## src/rtl/alu_pkg.sv

```systemverilog
package alu_pkg;
  localparam int FLAG_W = 12;
  localparam int CF_B = 0;
  localparam int PF_B = 2;
  localparam int AF_B = 4;
  localparam int ZF_B = 6;
  localparam int SF_B = 7;
  localparam int OF_B = 11;
  // bits that exist in the flags word; 1, 3 and 5 are reserved
  localparam logic [FLAG_W-1:0] FLAG_MASK = 12'hFD5;

  typedef enum logic [4:0] {
    OP_MOV = 5'd0,  OP_ADD = 5'd1,  OP_ADC = 5'd2,  OP_SUB = 5'd3,
    OP_SBB = 5'd4,  OP_INC = 5'd5,  OP_DEC = 5'd6,  OP_NEG = 5'd7,
    OP_CMP = 5'd8,  OP_AND = 5'd9,  OP_OR  = 5'd10, OP_XOR = 5'd11,
    OP_NOT = 5'd12, OP_TST = 5'd13, OP_SHL = 5'd14, OP_SHR = 5'd15,
    OP_SAR = 5'd16, OP_ROL = 5'd17, OP_ROR = 5'd18, OP_RCL = 5'd19,
    OP_RCR = 5'd20
  } alu_op_e;
endpackage

```

## src/rtl/alu_adder.sv

```systemverilog
module alu_adder #(
  parameter int W = 32,
  localparam int IW = $clog2(W)
) (
  input  logic [W-1:0]  x,
  input  logic [W-1:0]  y,
  input  logic          cin,
  input  logic          sub,
  input  logic [W-1:0]  mask,
  input  logic [IW-1:0] msb,
  output logic [W-1:0]  sum,
  output logic          cout,
  output logic          aux,
  output logic          ovf
);
  logic [W-1:0] y_eff;
  logic [W:0]   full;
  logic [IW:0]  cidx;

  always_comb begin
    y_eff = sub ? (~y & mask) : y;
    full  = {1'b0, x} + {1'b0, y_eff} + {{W{1'b0}}, (sub ? ~cin : cin)};
    sum   = full[W-1:0] & mask;
    cidx  = {1'b0, msb} + {{IW{1'b0}}, 1'b1};
    // inverted carry of a subtract is the borrow
    cout  = full[cidx] ^ sub;
    aux   = x[4] ^ y[4] ^ sum[4];
    ovf   = (x[msb] == y_eff[msb]) && (sum[msb] != x[msb]);
  end
endmodule

```

## src/rtl/alu_shifter.sv

```systemverilog
module alu_shifter import alu_pkg::*; #(
  parameter int W = 32,
  localparam int IW = $clog2(W)
) (
  input  logic [W-1:0]  x,
  input  logic          cin,
  input  alu_op_e       op,
  input  logic [W-1:0]  mask,
  input  logic [IW-1:0] msb,
  output logic [W-1:0]  res,
  output logic          cout,
  output logic          ovf
);
  logic [W-1:0] top_bit;
  logic [IW-1:0] nxt_msb;

  always_comb begin
    top_bit = {{(W-1){1'b0}}, 1'b1} << msb;
    nxt_msb = msb - {{(IW-1){1'b0}}, 1'b1};
    res  = x;
    cout = 1'b0;
    ovf  = 1'b0;
    case (op)
      OP_SHL: begin
        res  = (x << 1) & mask;
        cout = x[msb];
        ovf  = res[msb] ^ x[msb];
      end
      OP_SHR: begin
        res  = x >> 1;
        cout = x[0];
        ovf  = x[msb];
      end
      OP_SAR: begin
        res  = (x >> 1) | (x & top_bit);
        cout = x[0];
      end
      OP_ROL, OP_RCL: begin
        res  = ((x << 1) | {{(W-1){1'b0}}, (op == OP_ROL) ? x[msb] : cin}) & mask;
        cout = x[msb];
        ovf  = res[msb] ^ x[msb];
      end
      OP_ROR, OP_RCR: begin
        res  = (x >> 1) | ((((op == OP_ROR) ? x[0] : cin)) ? top_bit : '0);
        cout = x[0];
        ovf  = res[msb] ^ res[nxt_msb];
      end
      default: ;
    endcase
  end
endmodule

```

## src/rtl/alu_flag_reg.sv

```systemverilog
module alu_flag_reg import alu_pkg::*; (
  input  logic              clk,
  input  logic              rst,
  input  logic              load_en,
  input  logic [FLAG_W-1:0] load_val,
  input  logic              upd_en,
  input  logic [FLAG_W-1:0] nxt,
  output logic [FLAG_W-1:0] q
);
  always_ff @(posedge clk) begin
    if (rst)          q <= '0;
    else if (load_en) q <= load_val & FLAG_MASK;
    else if (upd_en)  q <= nxt & FLAG_MASK;
  end
endmodule

```

## src/rtl/alu_status_unit.sv

```systemverilog
module alu_status_unit import alu_pkg::*; #(
  parameter int DATA_W = 32
) (
  input  logic              clk,
  input  logic              rst,
  input  logic [DATA_W-1:0] a_in,
  input  logic [DATA_W-1:0] b_in,
  input  logic [4:0]        op_sel,
  input  logic [1:0]        size_sel,
  input  logic              upd_en,
  input  logic              load_en,
  input  logic [FLAG_W-1:0] load_val,
  output logic [DATA_W-1:0] result,
  output logic              wr_en,
  output logic [FLAG_W-1:0] flags_q
);
  localparam int IW = $clog2(DATA_W);

  alu_op_e           op;
  logic [DATA_W-1:0] mask, a_m, b_m;
  logic [IW-1:0]     msb;
  logic [DATA_W-1:0] ad_x, ad_y, ad_sum, sh_res, res_c;
  logic              ad_cin, ad_sub, ad_c, ad_aux, ad_ovf, sh_c, sh_ovf, szp_en;
  logic [FLAG_W-1:0] flags_nx;

  assign op = alu_op_e'(op_sel);

  always_comb begin
    case (size_sel)
      2'd0: begin mask = {{(DATA_W-8){1'b0}}, 8'hFF};    msb = IW'(7);  end
      2'd1: begin mask = {{(DATA_W-16){1'b0}}, 16'hFFFF}; msb = IW'(15); end
      default: begin mask = '1; msb = IW'(DATA_W-1); end
    endcase
    a_m = a_in & mask;
    b_m = b_in & mask;
  end

  // adder operand selection
  always_comb begin
    ad_x = a_m; ad_y = b_m; ad_sub = 1'b0; ad_cin = 1'b0;
    case (op)
      OP_ADC:         ad_cin = flags_q[CF_B];
      OP_SUB, OP_CMP: ad_sub = 1'b1;
      OP_SBB: begin ad_sub = 1'b1; ad_cin = flags_q[CF_B]; end
      OP_INC: ad_y = {{(DATA_W-1){1'b0}}, 1'b1};
      OP_DEC: begin ad_y = {{(DATA_W-1){1'b0}}, 1'b1}; ad_sub = 1'b1; end
      OP_NEG: begin ad_x = '0; ad_y = a_m; ad_sub = 1'b1; end
      default: ;
    endcase
  end

  alu_adder #(.W(DATA_W)) u_add (
    .x(ad_x), .y(ad_y), .cin(ad_cin), .sub(ad_sub), .mask(mask), .msb(msb),
    .sum(ad_sum), .cout(ad_c), .aux(ad_aux), .ovf(ad_ovf)
  );

  alu_shifter #(.W(DATA_W)) u_shf (
    .x(a_m), .cin(flags_q[CF_B]), .op(op), .mask(mask), .msb(msb),
    .res(sh_res), .cout(sh_c), .ovf(sh_ovf)
  );

  // result and next flags
  always_comb begin
    res_c    = b_m;
    flags_nx = flags_q;
    szp_en   = 1'b0;
    wr_en    = (op != OP_CMP) && (op != OP_TST);
    case (op)
      OP_ADD, OP_ADC, OP_SUB, OP_SBB, OP_NEG, OP_CMP: begin
        res_c = ad_sum; szp_en = 1'b1;
        flags_nx[CF_B] = ad_c; flags_nx[AF_B] = ad_aux; flags_nx[OF_B] = ad_ovf;
      end
      OP_INC, OP_DEC: begin
        res_c = ad_sum; szp_en = 1'b1;
        flags_nx[AF_B] = ad_aux; flags_nx[OF_B] = ad_ovf;
      end
      OP_AND, OP_TST, OP_OR, OP_XOR: begin
        res_c = (op == OP_OR)  ? (a_m | b_m) :
                (op == OP_XOR) ? (a_m ^ b_m) : (a_m & b_m);
        szp_en = 1'b1;
        flags_nx[CF_B] = 1'b0; flags_nx[AF_B] = 1'b0; flags_nx[OF_B] = 1'b0;
      end
      OP_NOT: res_c = ~a_in & mask;
      OP_SHL, OP_SHR, OP_SAR: begin
        res_c = sh_res; szp_en = 1'b1;
        flags_nx[CF_B] = sh_c; flags_nx[AF_B] = 1'b0; flags_nx[OF_B] = sh_ovf;
      end
      OP_ROL, OP_ROR, OP_RCL, OP_RCR: begin
        res_c = sh_res;
        flags_nx[CF_B] = sh_c; flags_nx[OF_B] = sh_ovf;
      end
      default: ;
    endcase
    if (szp_en) begin
      flags_nx[ZF_B] = (res_c == '0);
      flags_nx[SF_B] = res_c[msb];
      flags_nx[PF_B] = ~^res_c[7:0];
    end
  end

  assign result = res_c;

  alu_flag_reg u_flg (
    .clk(clk), .rst(rst), .load_en(load_en), .load_val(load_val),
    .upd_en(upd_en), .nxt(flags_nx), .q(flags_q)
  );
endmodule

```

## config.mk

```make
export PLATFORM = sky130hd
export DESIGN_NAME = alu_status_unit
export DESIGN_NICKNAME = d
export VERILOG_FILES = /design/src/rtl/alu_pkg.sv /design/src/rtl/alu_adder.sv /design/src/rtl/alu_shifter.sv /design/src/rtl/alu_flag_reg.sv /design/src/rtl/alu_status_unit.sv
export SDC_FILE = /design/constraint.sdc
export NUM_CORES = 1
export LEC_CHECK = 0
export BUFFER_PORTS_ARGS = -buffer_cell sky130_fd_sc_hd__buf_4
export CAP_MARGIN = 20
export CORE_UTILIZATION = 45
export DETAILED_ROUTE_END_ITERATION = 6
export PLACE_DENSITY = 0.7
export SLEW_MARGIN = 20
export SYNTH_ARGS = -nofsm -noshare
export SYNTH_HDL_FRONTEND = slang
export SYNTH_SLANG_ARGS = --single-unit
```

## constraint.sdc

```tcl
create_clock -name clk -period 7.46 [get_ports clk]
set_clock_uncertainty 0.2 [all_clocks]
set_input_delay 0.373 -clock clk [delete_from_list [all_inputs] [get_ports clk]]
set_output_delay 0.373 -clock clk [all_outputs]
set_load 0.1 [all_outputs]
```

==> reports/qor.txt <==
CTS max path bufs - 2
Routed Antenna Nets - 0
crit path buf inv count - 1
max-cap viol count - 0
Pint - 0.000398 W
cell row count - 45
Post-CTS Resized - 0
final layout net count - 1357
Synth Warn # - 0
WL final - 26.6 mm
cts hold-fix bufs - 0
setup violators final - 0
Arrival @ worst endpoint - 6800 ps
required time of the critical path - 7440 ps
max reg flops - 9
hold crit path type - primary input to flop
Cell Area, Placed - 0.00814 mm²
cell with the most instances after synthesis - nand2_1
power share of the clock group - 9.2%
Synth top area share - 17.5%
Worst-Margin Slew - 1100 ps
Clock Tree Root - clkbuf_16
FF+latch count, synth - 9
post-route setup slack - 636 ps
Avg WL per Cell - 19.3 µm
number of global-route vias before repair - 7807
type of element capturing the critical path - flop
Overall Global Routing Usage - 31.8%
most used cell, CP - nor2_1
ANT cells - 0
largest registers - u_flg.q: 9 flops
asr flop ratio synth - 0%
area grow syn2layout - 15.1%
DIE HEIGHT - 128 µm
Slew Limit Headroom - 26.1%
VDD IR max - 0.0977 mV
crit path time final - 6820 ps
IO Port Bufs - 125
Core Region - 0.0154 mm²
global route overflow - 0
syn_area_per_cell - 6.49 µm²
fin crit share - 91.5%
LEAKAGE - 4.15 nW
Cell Pwr Density - 126 mW/mm²
Max H-tree Level - 1
Mapped Area - 0.00714 mm²
P_sw - 0.000639 W
status - completed
fillcell total - 1579
Setup TNS - 0 ps
DR iter-0 viols - 1207
Die Width - 128 µm
Seq/Total Area, Yosys - 2.52%
Flop pwr share - 5.3%
total clock buffers created by CTS - 3
Slew Viols, Final - 0
Synth Flop Type - dfxtp_1
drt drc - 0
Reg with most FFs - u_flg.q
crit-path max cell delay - 500 ps
delay-heaviest family, CP - compound AO/OA/AOI/OAI gates
post-CTS repair timing setup buffer count - 0
layout cells sized above 1 - 15.7%
Cells after Synth - 1101
drt pass-1 iters - 6
Max FO, Critical Path - 32
pre-CTS WS - 590 ps
Initial Util - 46.5%
synth cell count leaders - nand2_1, nor2_1, ha_1
# clock sinks - 9
CP max-delay cell - fa_1
ranking of synthesized cells by area - ha_1, nand2_1, nor2_1
clock latency on the worst-skew pair - 230 ps
post-synth top area cell - ha_1
largest net degree at the start of global routing - 51
DR vias - 8718
vias per inst - 6.33
Critical Path Start Type - primary input
final instance area - 0.00822 mm²
Clock transition at path regs - 40 ps
initial antenna violation count - 0
CP Class - primary input to flop
RSZ-0062 raised after global routing - false
GP Congestion - 0.968
die area - 0.0164 mm²
final hold vios - 0
hpwl dp - 19.9 mm
Max Freq - 147 MHz
EDFF count, synth - 0
IO Pins - 132
Sw Ratio - 61.6%
Gate power share - 85.5%
CTS tree - done
global-route wire length before repair - 41.8 mm
synth unique cells - 84
cells by family (layout without fill, tap and decap cells):
family | count (synthesis) | count (layout) | synth area share (%)
AOI/OAI and AO/OA | 348 | 348 | 34.3
xor gates and xnor gates | 64 | 64 | 7.85
adders and majority gates | 103 | 103 | 18.2
buffers and inverters | 166 | 230 | 9.60
DFF | 9 | 9 | 2.52
muxes | 14 | 14 | 2.03
other | 1 | 3 | 0.0525
and+or+nand+nor | 396 | 396 | 25.4
cells in the final DEF, fill, tap and decap left out, drive strengths merged, types with 17 or more instances in the layout:
master / n
nand2: 151
buf: 142
nor2: 121
ha: 100
inv: 84
a21oi: 74
o21ai: 62
a22oi: 54
xor2: 35
xnor2: 29
nand3: 23
a21o: 20
a221oi: 20
and3: 17
metrics by stage:
stage          power (W)  hold WS, ps  instances  utilization [%]
2_1_floorplan   0.000710          316       1103                -
3_3_place_gp    0.000919          275       1374             53.0
3_5_place_dp    0.000925          284       1374             53.0
4_1_cts          0.00102          173       1378             53.5
5_1_grt          0.00110          188       1378             53.5
6_report         0.00104          171       1378             53.5
area by class of cell:
| class | count | area [µm²] | share of cell area [%] |
|---|---|---|---|
| inverters | 84 | 315 | 3.84 |
| repair buffers | 142 | 1070 | 13.0 |
| multi-input cells | 928 | 6320 | 76.8 |
| flip-flops and latches | 9 | 180 | 2.19 |
| clock buffers | 4 | 78.8 | 0.959 |
| well taps | 211 | 264 | 3.21 |
power by group through the flow:
stage	Combinational, W	Clock (W)	Sequential (W)
5_1_grt	0.000944	0.000100	0.0000554
6_report	0.000887	0.0000950	0.0000549
3_3_place_gp	0.000864	0	0.0000554
3_5_place_dp	0.000869	0	0.0000556
4_1_cts	0.000873	0.0000966	0.0000550
2_1_floorplan	0.000631	0	0.0000789
worst register-to-register path: stages (launching register included):
cell and delay [ps]:
dfxtp_1 470, o22ai_1 110, nand2b_1 80, a21oi_1 80
fa_1 520, fa_1 500, a21o_1 220, a221oi_2 450
xor2_1 190, nor2_1 50, a211oi_1 380, ha_1 210
nand4_1 120, or4_1 500, nor4_1 350, and4b_1 320
o2111ai_1 180, nor4_1 410, a31o_1 200
routing by layer:
layer | vias to the layer above | track usage (%) | share of wire, %
met5 | - | 0 | 0
met4 | 0 | 8.24 | 1.9
met3 | 52 | 4.38 | 10
met2 | 501 | 49.6 | 44
met1 | 4059 | 45.5 | 44
li1 | 4106 | - | -
path summary, 6_finish.rpt:
check	from	endpoint	slack (ps)	cells after the start
setup / recovery	op_sel[4]	u_flg.q[6]	640	25
hold / removal	load_val[8]	u_flg.q[8]	170	3
setup reg to reg	u_flg.q[0]	u_flg.q[6]	1850	18
hold reg to reg	u_flg.q[8]	u_flg.q[8]	290	2
Power figures use the tool's default switching activity.
